==> config.mk <==
export PLATFORM = sky130hd
export DESIGN_NAME = ext_irq_prio_ctrl
export DESIGN_NICKNAME = d
export VERILOG_FILES = /design/src/rtl/irq_ctrl_pkg.sv /design/src/rtl/irq_sync.sv /design/src/rtl/irq_ext_chan.sv /design/src/rtl/irq_cfg_reg.sv /design/src/rtl/ext_irq_prio_ctrl.sv
export SDC_FILE = /design/constraint.sdc
export NUM_CORES = 1
export LEC_CHECK = 0
export BUFFER_PORTS_ARGS = -buffer_cell sky130_fd_sc_hd__clkbuf_2
export CAP_MARGIN = 20
export CORE_ASPECT_RATIO = 0.5
export CORE_MARGIN = 2
export CORE_UTILIZATION = 39
export CTS_CLUSTER_DIAMETER = 50
export DETAILED_ROUTE_END_ITERATION = 8
export PLACE_DENSITY_LB_ADDON = 0.05
export SETUP_SLACK_MARGIN = 0.02
export SLEW_MARGIN = 20
export SYNTH_ARGS = -nofsm -noshare
export SYNTH_HDL_FRONTEND = slang
export SYNTH_HIERARCHICAL = 1
export SYNTH_SLANG_ARGS = --single-unit
==> constraint.sdc <==
create_clock -name clk -period 0.92 [get_ports clk]
set_clock_uncertainty 0.1 [all_clocks]
set_input_delay 0.046 -clock clk [delete_from_list [all_inputs] [get_ports clk]]
set_output_delay 0.046 -clock clk [all_outputs]
set_load 0.1 [all_outputs]
==> src/rtl/irq_ctrl_pkg.sv <==
// Package: shared widths and helpers for the interrupt priority controller.
// Assumes the per-pin register slot is four bits and a level field is two bits.
package irq_ctrl_pkg;

    localparam int LVL_W  = 2;
    localparam int SLOT_W = 4;

    localparam int SLOT_MODE_BIT = 2;
    localparam int SLOT_STAT_BIT = 3;

    typedef enum logic {
        TRIG_LEVEL = 1'b0,
        TRIG_FALL  = 1'b1
    } trig_mode_e;

    // Map a level field to the priority it grants, zero when disabled.
    function automatic logic [LVL_W-1:0] field_to_prio(input logic [LVL_W-1:0] fld);
        return (fld == '0) ? '0 : fld - 1'b1;
    endfunction

endpackage

==> src/rtl/irq_sync.sv <==
// Module: irq_sync
// Multi-flop synchronizer for one asynchronous input.
// Assumes STAGES >= 2. Reset loads RST_VAL, which is the idle level of the input.
module irq_sync #(
    parameter int   STAGES  = 2,
    parameter logic RST_VAL = 1'b1
) (
    input  logic clk,
    input  logic rst_n,
    input  logic din,
    output logic dout
);

    logic [STAGES-1:0] shift_q;

    // Shift the raw input through the synchronizing chain.
    always_ff @(posedge clk) begin
        if (!rst_n) begin
            shift_q <= {STAGES{RST_VAL}};
        end else begin
            shift_q <= {shift_q[STAGES-2:0], din};
        end
    end

    assign dout = shift_q[STAGES-1];

endmodule

==> src/rtl/irq_ext_chan.sv <==
// Module: irq_ext_chan
// Handles one external request pin: synchronization, falling-edge latch,
// pending decode and status bit.
// Assumes the pin is active low and idles high. The acknowledge is a one-cycle pulse.
module irq_ext_chan
    import irq_ctrl_pkg::*;
#(
    parameter int SYNC_STAGES = 2
) (
    input  logic             clk,
    input  logic             rst_n,
    input  logic             sw_rst,
    input  logic             pin_n,
    input  logic [LVL_W-1:0] lvl_fld,
    input  trig_mode_e       mode,
    input  logic             ack,
    output logic             pend,
    output logic             status
);

    logic pin_s;
    logic pin_prev_q;
    logic latch_q;
    logic enabled;
    logic edge_armed;
    logic fall_det;
    logic pin_low;

    irq_sync #(
        .STAGES (SYNC_STAGES),
        .RST_VAL(1'b1)
    ) u_sync (
        .clk  (clk),
        .rst_n(rst_n),
        .din  (pin_n),
        .dout (pin_s)
    );

    assign enabled    = (lvl_fld != '0);
    assign edge_armed = enabled && (mode == TRIG_FALL);
    assign pin_low    = ~pin_s;
    assign fall_det   = pin_prev_q && !pin_s;

    // Remember the previous synchronized level for edge detection.
    always_ff @(posedge clk) begin
        if (!rst_n) begin
            pin_prev_q <= 1'b1;
        end else begin
            pin_prev_q <= pin_s;
        end
    end

    // Edge latch: a new edge has priority over an acknowledge; cleared when not armed.
    always_ff @(posedge clk) begin
        if (!rst_n || sw_rst) begin
            latch_q <= 1'b0;
        end else if (!edge_armed) begin
            latch_q <= 1'b0;
        end else if (fall_det) begin
            latch_q <= 1'b1;
        end else if (ack) begin
            latch_q <= 1'b0;
        end
    end

    // Pending and status follow the mode-dependent source selection.
    always_comb begin
        if (edge_armed) begin
            pend   = latch_q;
            status = latch_q;
        end else begin
            pend   = enabled && pin_low;
            status = pin_low;
        end
    end

endmodule

==> src/rtl/irq_cfg_reg.sv <==
// Module: irq_cfg_reg
// Writable part of the priority register: level fields and trigger modes.
// Assumes the slot layout from irq_ctrl_pkg. Internal fields sit above the external slots.
module irq_cfg_reg
    import irq_ctrl_pkg::*;
#(
    parameter int N_EXT = 3,
    parameter int N_INT = 2,
    localparam int REG_W = N_EXT * SLOT_W + N_INT * LVL_W
) (
    input  logic                   clk,
    input  logic                   rst_n,
    input  logic                   sw_rst,
    input  logic                   wr_en,
    input  logic [REG_W-1:0]       wr_data,
    output logic [N_EXT*LVL_W-1:0] ext_lvl,
    output logic [N_EXT-1:0]       ext_mode,
    output logic [N_INT*LVL_W-1:0] int_lvl
);

    localparam int INT_BASE = N_EXT * SLOT_W;

    for (genvar i = 0; i < N_EXT; i++) begin : g_ext
        // Capture one external pin's level field and mode bit.
        always_ff @(posedge clk) begin
            if (!rst_n || sw_rst) begin
                ext_lvl[i*LVL_W +: LVL_W] <= '0;
                ext_mode[i]               <= 1'b0;
            end else if (wr_en) begin
                ext_lvl[i*LVL_W +: LVL_W] <= wr_data[i*SLOT_W +: LVL_W];
                ext_mode[i]               <= wr_data[i*SLOT_W + SLOT_MODE_BIT];
            end
        end
    end

    for (genvar j = 0; j < N_INT; j++) begin : g_int
        // Capture one internal source's level field.
        always_ff @(posedge clk) begin
            if (!rst_n || sw_rst) begin
                int_lvl[j*LVL_W +: LVL_W] <= '0;
            end else if (wr_en) begin
                int_lvl[j*LVL_W +: LVL_W] <= wr_data[INT_BASE + j*LVL_W +: LVL_W];
            end
        end
    end

endmodule

==> src/rtl/ext_irq_prio_ctrl.sv <==
// Module: ext_irq_prio_ctrl
// Top level: configuration register, external pin channels, internal-source
// qualification, read-back assembly and priority outputs.
// Assumes int_req is synchronous to clk. Sources are ordered externals first,
// then the internal ones.
module ext_irq_prio_ctrl
    import irq_ctrl_pkg::*;
#(
    parameter int N_EXT       = 3,
    parameter int N_INT       = 2,
    parameter int SYNC_STAGES = 2,
    localparam int N_SRC = N_EXT + N_INT,
    localparam int REG_W = N_EXT * SLOT_W + N_INT * LVL_W
) (
    input  logic                   clk,
    input  logic                   rst_n,
    input  logic                   sw_rst,
    input  logic                   wr_en,
    input  logic [REG_W-1:0]       wr_data,
    output logic [REG_W-1:0]       rd_data,
    input  logic [N_EXT-1:0]       irq_pin_n,
    input  logic [N_EXT-1:0]       ack_ext,
    input  logic [N_INT-1:0]       int_req,
    output logic [N_SRC-1:0]       pend,
    output logic [N_SRC*LVL_W-1:0] prio_lvl
);

    localparam int INT_BASE = N_EXT * SLOT_W;

    logic [N_EXT*LVL_W-1:0] ext_lvl;
    logic [N_EXT-1:0]       ext_mode;
    logic [N_INT*LVL_W-1:0] int_lvl;
    logic [N_EXT-1:0]       ext_stat;
    logic [N_SRC*LVL_W-1:0] all_lvl;

    irq_cfg_reg #(
        .N_EXT(N_EXT),
        .N_INT(N_INT)
    ) u_cfg (
        .clk     (clk),
        .rst_n   (rst_n),
        .sw_rst  (sw_rst),
        .wr_en   (wr_en),
        .wr_data (wr_data),
        .ext_lvl (ext_lvl),
        .ext_mode(ext_mode),
        .int_lvl (int_lvl)
    );

    for (genvar i = 0; i < N_EXT; i++) begin : g_chan
        irq_ext_chan #(
            .SYNC_STAGES(SYNC_STAGES)
        ) u_chan (
            .clk    (clk),
            .rst_n  (rst_n),
            .sw_rst (sw_rst),
            .pin_n  (irq_pin_n[i]),
            .lvl_fld(ext_lvl[i*LVL_W +: LVL_W]),
            .mode   (trig_mode_e'(ext_mode[i])),
            .ack    (ack_ext[i]),
            .pend   (pend[i]),
            .status (ext_stat[i])
        );
    end

    for (genvar j = 0; j < N_INT; j++) begin : g_int
        // Internal source qualifies its request with its enable field.
        assign pend[N_EXT + j] = int_req[j] && (int_lvl[j*LVL_W +: LVL_W] != '0);
    end

    assign all_lvl = {int_lvl, ext_lvl};

    for (genvar k = 0; k < N_SRC; k++) begin : g_prio
        // Priority output is the decoded level while pending, zero otherwise.
        assign prio_lvl[k*LVL_W +: LVL_W] =
            pend[k] ? field_to_prio(all_lvl[k*LVL_W +: LVL_W]) : '0;
    end

    // Assemble the read word from stored fields and live status bits.
    always_comb begin
        rd_data = '0;
        for (int i = 0; i < N_EXT; i++) begin
            rd_data[i*SLOT_W +: LVL_W]          = ext_lvl[i*LVL_W +: LVL_W];
            rd_data[i*SLOT_W + SLOT_MODE_BIT]   = ext_mode[i];
            rd_data[i*SLOT_W + SLOT_STAT_BIT]   = ext_stat[i];
        end
        for (int j = 0; j < N_INT; j++) begin
            rd_data[INT_BASE + j*LVL_W +: LVL_W] = int_lvl[j*LVL_W +: LVL_W];
        end
    end

endmodule

==> results.md, run 1 <==
- Number of core rows: 13
- Net count after synthesis: 134
- Root buf cell: clkbuf_8
- Num ports: 59
- Die Ht: 41.1 um
- Post-Syn Area: 1070 um2
- Starting density of the core: 41.3%
- Post-synth cell types: 16
- Status: aborted with a tool error
- Post-synthesis register bit count: 25
- Last stage: clock tree synthesis (4_1_cts)
- Err: [ERROR DPL-0033] detailed placement checks failed during check placement.
- Synth area leader: dfxtp_1
- Post-CTS Setup Bufs: 8
- Hpwl dp: 2.29 mm
- Post-synthesis sequential area ratio: 46.6%
- Number of port buffers: 55
- Mean Syn Cell Area: 10.1 um2
- Synthesis Warnings: 6
- Maximum clock path buffer count: 2
- Post-cts sizing count: 34
- CTS Sinks: 25
- Post-CTS Hold Buffers: 17
- Final Wtd Congestion: 0.743
- Place WS: -0.383 ns
- Cell count after placement: 218
- Synth top area cells: dfxtp_1, mux2i_1, nand2b_1
- Mapped Cells: 106
- Width of the die: 78.2 um
- Cts bufs inserted: 3
- H-Tree Level Count: 1
- Share of the synthesized area in the top cell type: 46.6%
[cell usage after synthesis (all sizes together)]
master,number
and3,5
a211oi,3
buf,3
a2111oi,3
nor2,16
nand2b,16
dfxtp,25
inv,6
o21a,2
o21ai,3
nor2b,3
and3b,5
mux2i,16
[stage by stage]
stage / area, um2 / utilization [%]
after detailed placement: 2190 / 84.0
after global placement: 2190 / 84.0
after floorplan: 1250 / -
[cells by family after synthesis]
family	synth area share, %
muxes	14.9
and+or+nand+nor	23.9
DFF	46.6
AOI/OAI and AO/OA	9.09
buffers and inverters	5.48
==> inputs of run 2 (changes only) <==
- CORE_AREA: unset -> 2 2 63 65
- CORE_ASPECT_RATIO: 0.5 -> unset
- CORE_MARGIN: 2 -> unset
- CORE_UTILIZATION: 39 -> unset
- CTS_CLUSTER_DIAMETER: 50 -> unset
- DIE_AREA: unset -> 0 0 65 67
- PLACE_DENSITY_LB_ADDON: 0.05 -> 0.15
- SETUP_SLACK_MARGIN: 0.02 -> unset
- clock period: 0.92 -> 1.2 ns (I/O delays scaled with it)
==> results.md, run 2 <==
- Status: complete, but fails checks
- Failing checks: setup timing
- Crit-path max cell delay: 0.38 ns
- Top Registers: g_chan.u_chan/u_sync/shift_q x6, u_cfg/ext_lvl x6, u_cfg/int_lvl x4
- Final WL: 3.13 mm
- CP Capture Type: output pin
- Most frequent cells in the layout: buf_12, buf_4, clkbuf_2
- Min Clock Period, post-route: 1.52 ns
- Root buf cell: clkbuf_8
- RSZ-0062 raised after global routing: true
- Antenna cells: 0
- Cell Chain, Critical Path: nor2_2 -> a211oi_4 -> and3b_4 -> buf_12
- Initial antenna violation count: 0
- Top cells by count, synth: dfxtp_1, mux2i_1, nand2b_1, nor2_1, inv_1
- Max cap viols: 0
- Peak VDD IR: 585 uV
- Final Wtd Congestion: 0.736
- Maximum clock path buffer count: 2
- First-pass DRT Iterations: 4
- Final Cycle Share: 127%
- Mean Syn Cell Area: 10.1 um2
- Synth top area cells: dfxtp_1, mux2i_1, nand2b_1
- Crit-path max FO: 3
- Vias in the first global route: 1199
- Post-synthesis register bit count: 25
- Async SR Flop Fraction: 0%
- Synth area leader: dfxtp_1
- Min-delay src: rst_n
- Worst Hold Class: input port to flip-flop
- PwrDens: 745 nW/um2
- Area growth from synthesis to layout: 137%
- # DRC: 0
- Num ports: 59
- CP max-delay cell: dfxtp_4
- Met3 Track Usage GR: 2.53%
- Worst-path clk slew: 0.08 ns
- Synthesis Warnings: 6
- Pin count of the biggest net entering global routing: 15
- Startpoint Class: flip-flop
- Hpwl dp: 2.36 mm
- Die Ht: 67 um
- Total negative slack: -3.44 ns
- GRT met2 Usage: 29.0%
- Die area: 4360 um2
- Post-synth cell types: 16
- Rel. slew slack: 83.9%
- Endpoints failing setup: 14
- Cts bufs inserted: 3
- Met1 Usage GRT: 16.9%
- Worst Setup Path Type: flip-flop to output pin
- Global-route congestion overflow total: 0
- Final antenna-violating net count: 0
- Number of core rows: 22
- Most common cell in the netlist: dfxtp_1
- Starting density of the core: 29.8%
- Fin nets: 240
- H-Tree Level Count: 1
- Later-pin clock latency in the skew report: 0.26 ns
- CTS Sinks: 25
- First-pass GRT wire length: 5.16 mm
- Share of the synthesized area in the top cell type: 46.6%
- WL per Instance: 12.1 um
- Global router's overall resource usage: 15.6%
- Final worst slack: -0.320 ns
- CP arrival: 1.36 ns
- Cell count after placement: 227
- Tightest Pin Transition: 0.237 ns
- Top FF cell, synth: dfxtp_1
- CP required: 1.04 ns
- Most Crowded Layer GR: met2
- CTS tree: yes
- Number of port buffers: 55
- Slew Limit Fails: 0
- Post-synthesis sequential area ratio: 46.6%
- Mapped Cells: 106
- Post-Syn Area: 1070 um2
- EDFF count, synth: 0
- Fin cells: 259
- Share of cells above drive strength 1: 65.9%
- Most common cell after layout, fill and taps aside: buf_12
- Width of the die: 65 um
- Core area: 3610 um2
- Net count after synthesis: 134
- RR Startpoint: g_chan[0].u_chan/u_sync/shift_q[1]
- Fmax: 658 MHz
- Final hold viol count: 0
- CP startpoint: u_cfg/ext_lvl[5]
- 1st-iter DRT viols: 18
- Via Count: 1112
- Vias per cell: 4.29
- Pleak: 1.08 nW
## run 2: cell counts after synthesis
Identical to the previous run, type by type.
## run 2: per-stage QoR
stage | area (um2) | utilization (%) | power [mW] | hold WS [ns] | setup slack, ns
2_1_floorplan | 1250 | - | 1.17 | 0.0330 | -1.09
4_1_cts | 2480 | 68.7 | 1.92 | 0.0163 | -0.353
6_report | 2550 | 70.7 | 1.90 | 0.0120 | -0.320
3_3_place_gp | 2180 | 60.6 | 1.36 | 0.140 | -0.0413
3_5_place_dp | 2180 | 60.6 | 1.37 | 0.145 | -0.0630
5_1_grt | 2550 | 70.7 | 1.99 | 0.0392 | -0.380
## run 2: final timing paths
check                                                           to  slack [ns]  cells past startpoint
worst max-delay path                                   prio_lvl[4]       -0.32                      4
worst min-delay path            g_chan[1].u_chan/u_sync/shift_q[1]        0.01                      2
worst max register to register            g_chan[0].u_chan/latch_q        0.07                      3
worst min register to register  g_chan[1].u_chan/u_sync/shift_q[1]        0.31                      1
## run 2: logic make-up (layout without fill, tap and decap cells)
family          count (synthesis)  after routing  share of synthesized area (%)
buf+inv                         9            114                           5.48
flops                          25             25                           46.6
mux                            16             16                           14.9
compound gates                 11             11                           9.09
simple gates                   45             45                           23.9
## run 2: per-layer routing
metal	wire length (um)	share of wire (%)
met2	1740	56
met3	120	3.8
met4	62	2.0
met5	0	0
met1	1210	39
## run 2: layout make-up
type / instances / area, um2
Tap cell: 48 / 60.1
Fill cell: 280 / 1060
Timing Repair Buffer: 104 / 1170
Clock buffer: 3 / 41.3
Inverter: 6 / 22.5
Multi-Input combinational cell: 72 / 693
Clock inverter: 1 / 5.00
Sequential cell: 25 / 556
## run 2: where the power goes
part           internal (mW)  switching (mW)
Clock                  0.232           0.248
Sequential             0.837          0.0296
Combinational          0.255           0.297
Total                   1.32           0.574
## run 2: what timing repair did
item                                    4_1_cts  5_1_grt
resized for setup                            11        8
pin swaps                                     7       12
hold endpoints to repair                     19        0
setup buffers                                 3        5
endpoints found under the setup margin       14       19
hold buffers                                 20        0
## run 2: worst max-delay path: cells and delay by family (launching register included)
kind	cells	cell delay (ns)
and+or+nand+nor	2	0.30
buffers and inverters	1	0.17
DFF	1	0.38
AOI/OAI and AO/OA	1	0.25
Note: power is estimated with default switching activity, not from simulation.
==> inputs of run 3 (changes only) <==
- SKIP_CTS_REPAIR_TIMING: unset -> 1
==> results.md, run 3 (synthesized netlist as in run 2, its figures left out) <==
- Status: complete, but fails checks
- Failing checks: hold timing, setup timing
- Most frequent cells in the layout: buf_12, buf_4, clkbuf_2
- Initial antenna violation count: 0
- Final Hold Slack: -0.0359 ns
- CTS Sinks: 25
- Number of core rows: 22
- Fin nets: 235
- Final Wtd Congestion: 0.736
- Vias per cell: 4.29
- Endpoints failing setup: 14
- H-Tree Level Count: 1
- Final WL: 3.09 mm
- Rel. slew slack: 83.2%
- Global router's overall resource usage: 14.6%
- Top Registers: g_chan.u_chan/u_sync/shift_q x6, u_cfg/ext_lvl x6, u_cfg/int_lvl x4
- Final worst slack: -0.339 ns
- Width of the die: 65 um
- Peak VDD IR: 584 uV
- CTS tree: yes
- Place WS: -0.0630 ns
- Pin count of the biggest net entering global routing: 15
- Area growth from synthesis to layout: 131%
- Worst Setup Path Type: flip-flop to output pin
- Antenna cells: 0
- Die area: 4360 um2
- CP required: 1.04 ns
- Fin cells: 254
- Crit-path max FO: 4
- Final hold viol count: 1
- First-pass DRT Iterations: 4
- CP arrival: 1.38 ns
- Pleak: 1.05 nW
- Startpoint Class: flip-flop
- Final Cycle Share: 128%
- Final antenna-violating net count: 0
- 1st-iter DRT viols: 20
- Fmax: 650 MHz
- Die Ht: 67 um
- RSZ-0062 raised after global routing: true
- Worst Hold Class: input port to flip-flop
- Number of port buffers: 55
- Hpwl dp: 2.36 mm
- Filler instances: 289
- First-pass GRT wire length: 4.80 mm
- Num ports: 59
- Core area: 3610 um2
- CP Capture Type: output pin
- Vias in the first global route: 1098
- # DRC: 0
- Most common cell after layout, fill and taps aside: buf_12
- Worst-path clk slew: 0.08 ns
- Cts bufs inserted: 3
- Min Clock Period, post-route: 1.54 ns
- Starting density of the core: 29.8%
- Via Count: 1090
- Root buf cell: clkbuf_8
- Later-pin clock latency in the skew report: 0.26 ns
- Max cap viols: 0
- Global-route congestion overflow total: 0
- Share of cells above drive strength 1: 63.6%
- Slew Limit Fails: 0
- Maximum clock path buffer count: 2
- PwrDens: 760 nW/um2
- Tightest Pin Transition: 0.247 ns
- Cell count after placement: 227
- WL per Instance: 12.2 um
run 3: cell type report:
| type | count | area (um2) | share of cell area (%) |
|---|---|---|---|
| repair buffers | 99 | 1130 | 45.5 |
| flip-flops and latches | 25 | 554 | 22.3 |
| inverters | 6 | 22.5 | 0.907 |
| multi-input cells | 72 | 669 | 27.0 |
| clock inverters | 1 | 5.00 | 0.202 |
| clock buffers | 3 | 41.3 | 1.66 |
| well taps | 48 | 60.1 | 2.42 |
run 3: final timing paths:
check | slack, ns | cells past startpoint | end | start
setup / recovery | -0.34 | 4 | prio_lvl[0] | g_chan[0].u_chan/u_sync/shift_q[1]
hold / removal | -0.04 | 3 | u_cfg/ext_lvl[0] | wr_data[0]
setup reg to reg | 0.07 | 3 | g_chan[2].u_chan/latch_q | g_chan[2].u_chan/u_sync/shift_q[1]
hold reg to reg | 0.31 | 1 | g_chan[1].u_chan/u_sync/shift_q[1] | g_chan[1].u_chan/u_sync/shift_q[0]
run 3: where the power goes:
part           leakage (nW)  switching (mW)  total (mW)  internal [mW]
clock                0.0255           0.247       0.479          0.232
combinational         0.810           0.295       0.544          0.249
sequential            0.215          0.0270       0.864          0.837
total                  1.05           0.569        1.89           1.32
run 3: through the flow:
stage	power (mW)	area (um2)	util [%]	hold WS, ns	setup TNS, ns
after global routing	1.98	2480	68.9	0.00508	-4.28
after detailed placement	1.37	2180	60.6	0.145	-0.407
final	1.89	2480	68.9	-0.0359	-3.59
after global placement	1.36	2180	60.6	0.140	-0.254
after floorplan	1.17	1250	-	0.0330	-10.23
after CTS	1.85	2230	61.9	-0.136	-4.14
run 3: per-layer routing:
layer / track usage (%) / share of wire [%] / vias up
met5: 0 / 0 / -
met4: 7.98 / 2.0 / 0
met3: 2.87 / 3.8 / 4
met2: 26.2 / 56 / 30
met1: 16.1 / 38 / 499
li1: - / - / 557
run 3: worst max-delay path: stages (launching register included):
cell and delay (ns):
dfxtp_2 0.34, nor2b_4 0.13, a211oi_4 0.24, and3b_4 0.24
buf_12 0.17
==> inputs of run 4 (changes only) <==
- SYNTH_HIERARCHICAL: 1 -> unset
==> results.md, run 4 <==
- Pleak: 1.05 nW
- Final hold viol count: 0
- Synthesis Warnings: 0
- Top Registers: g_chan.u_chan.u_sync.shift_q x6, u_cfg.ext_lvl x6, u_cfg.int_lvl x4
- Most common cell in the netlist: dfxtp_1
- Fin cells: 251
- Synth area leader: dfxtp_1
- Mean Syn Cell Area: 9.67 um2
- 1st-iter DRT viols: 31
- Async SR Flop Fraction: 0%
- Met3 Track Usage GR: 2.53%
- Post-synth cell types: 18
- CP max-delay cell: dfxtp_4
- CP required: 1.04 ns
- PwrDens: 768 nW/um2
- Share of the synthesized area in the top cell type: 43.9%
- RR Endpoint: g_chan[0].u_chan.latch_q
- Starting density of the core: 31.6%
- Vias per cell: 4.43
- WHS Path Cells: 2
- Failing checks: setup timing
- EDFF count, synth: 0
- Cell Chain, Critical Path: nor2b_4 -> nor4b_4 -> buf_12
- Post-synthesis sequential area ratio: 43.9%
- Most common cell after layout, fill and taps aside: buf_12
- Worst Setup Path Type: flip-flop to output pin
- Hold path endpoint: g_chan[0].u_chan.u_sync.shift_q[1]
- RSZ-0062 raised after global routing: true
- Synth top area cells: dfxtp_1, mux2i_1, buf_4
- Peak VDD IR: 424 uV
- Slew Limit Fails: 0
- Post-Syn Area: 1140 um2
- Hpwl dp: 2.20 mm
- Mapped Cells: 118
- First-pass DRT Iterations: 4
- Net count after synthesis: 146
- Max cap viols: 0
- Die area: 4360 um2
- Cts bufs inserted: 3
- Endpoints failing setup: 13
- Status: complete, but fails checks
- Reg2reg setup slack: 0.17 ns
- Final Cycle Share: 124%
- Maximum clock path buffer count: 2
- Later-pin clock latency in the skew report: 0.27 ns
- Num ports: 59
- CP Capture Type: output pin
- Most frequent cells in the layout: buf_12, clkbuf_2, dlygate4sd3_1
- Worst Hold Class: input port to flip-flop
- First-pass GRT wire length: 4.29 mm
- Root buf cell: clkbuf_8
- Die Ht: 67 um
- WL per Instance: 12.2 um
- FF-to-FF path depth: 3
- Final worst slack: -0.292 ns
- Number of core rows: 22
- Worst-path clk slew: 0.09 ns
- RR Startpoint: g_chan[0].u_chan.u_sync.shift_q[1]
- Startpoint Class: flip-flop
- Final Hold Slack: 0.00636 ns
- Most Crowded Layer GR: met2
- Global router's overall resource usage: 12.8%
- CP arrival: 1.33 ns
- Cell count after placement: 222
- CTS tree: yes
- Via Count: 1111
- Met1 Usage GRT: 14.9%
- Final Wtd Congestion: 0.746
- Pin count of the biggest net entering global routing: 17
- Final antenna-violating net count: 0
- GRT met2 Usage: 22.4%
- Core area: 3610 um2
- Top cells by count, synth: dfxtp_1, nor2_1, mux2i_1
- # DRC: 0
- CTS Sinks: 25
- Min-delay src: rst_n
- Final WL: 3.07 mm
- Vias in the first global route: 993
- Tightest Pin Transition: 0.449 ns
- Antenna cells: 0
- Crit-path max FO: 4
- Share of cells above drive strength 1: 61.1%
- H-Tree Level Count: 1
- Number of port buffers: 55
- Crit-path max cell delay: 0.38 ns
- Fmax: 670 MHz
- Initial antenna violation count: 0
- Width of the die: 65 um
- Top FF cell, synth: dfxtp_1
- Min Clock Period, post-route: 1.49 ns
- Global-route congestion overflow total: 0
- Fin nets: 232
- Rel. slew slack: 70.1%
- Area growth from synthesis to layout: 124%
- Post-synthesis register bit count: 25
## run 4: cell types whose count changed after synthesis, sizes merged, moves of 5 or more
cell	change
or2b	+9
and3b	-5
buf	+10
nand2b	-9
## run 4: layout make-up
| type | instances | area [um2] |
|---|---|---|
| tap | 48 | 60.1 |
| timing repair buffer | 94 | 1110 |
| sequential | 25 | 548 |
| multi-input combinational | 77 | 778 |
| clock buffer | 3 | 41.3 |
| inverter | 3 | 11.3 |
| fill | 287 | 1050 |
| clock inverter | 1 | 8.76 |
## run 4: stage by stage
stage / power, mW / setup TNS, ns / worst slack [ns] / util, % / cell area [um2]
detailed placement: 1.37 / -0.807 / -0.133 / 58.5 / 2110
global placement: 1.37 / -0.566 / -0.108 / 58.5 / 2110
finish: 1.97 / -3.06 / -0.292 / 71.0 / 2560
global route: 2.08 / -4.01 / -0.356 / 71.0 / 2560
floorplan: 1.20 / -4.61 / -0.703 / - / 1340
CTS: 1.91 / -4.72 / -0.448 / 59.9 / 2160
## run 4: critical path, delay by kind of cell, from the launching register on
kind / cells / cell delay, ns
AND/OR/NAND/NOR: 2 / 0.46
flip-flops: 1 / 0.38
buffers and inverters: 1 / 0.21
## run 4: worst max-delay path by stage
stage	start	endpoint	slack [ns]	cells after the start
after global routing	u_cfg.ext_mode[1]	prio_lvl[3]	-0.36	3
final	u_cfg.ext_mode[2]	prio_lvl[4]	-0.29	3
after CTS	u_cfg.ext_lvl[1]	rd_data[3]	-0.45	3
after global placement	u_cfg.ext_lvl[5]	rd_data[11]	-0.11	3
after detailed placement	u_cfg.ext_lvl[5]	rd_data[11]	-0.13	3
after floorplan	u_cfg.ext_lvl[0]	prio_lvl[1]	-0.70	1
## run 4: cells by family (layout without fill, tap and decap cells)
kind of cell	after synthesis	count (layout)	share of synthesized area [%]
DFF	25	25	43.9
buffers and inverters	16	101	10.5
muxes	16	16	14.0
AOI/OAI and AO/OA	8	8	4.60
and+or+nand+nor	53	53	27.0
## run 4: power breakdown
group / leakage, nW / switching [mW] / internal (mW)
logic: 0.810 / 0.317 / 0.264
registers: 0.213 / 0.0254 / 0.839
clock network: 0.0261 / 0.278 / 0.243
## run 4: routing by layer
layer	up-vias	wire, um
li1	557	-
met2	31	1710
met3	5	127
met5	-	0
met4	0	47
met1	518	1190
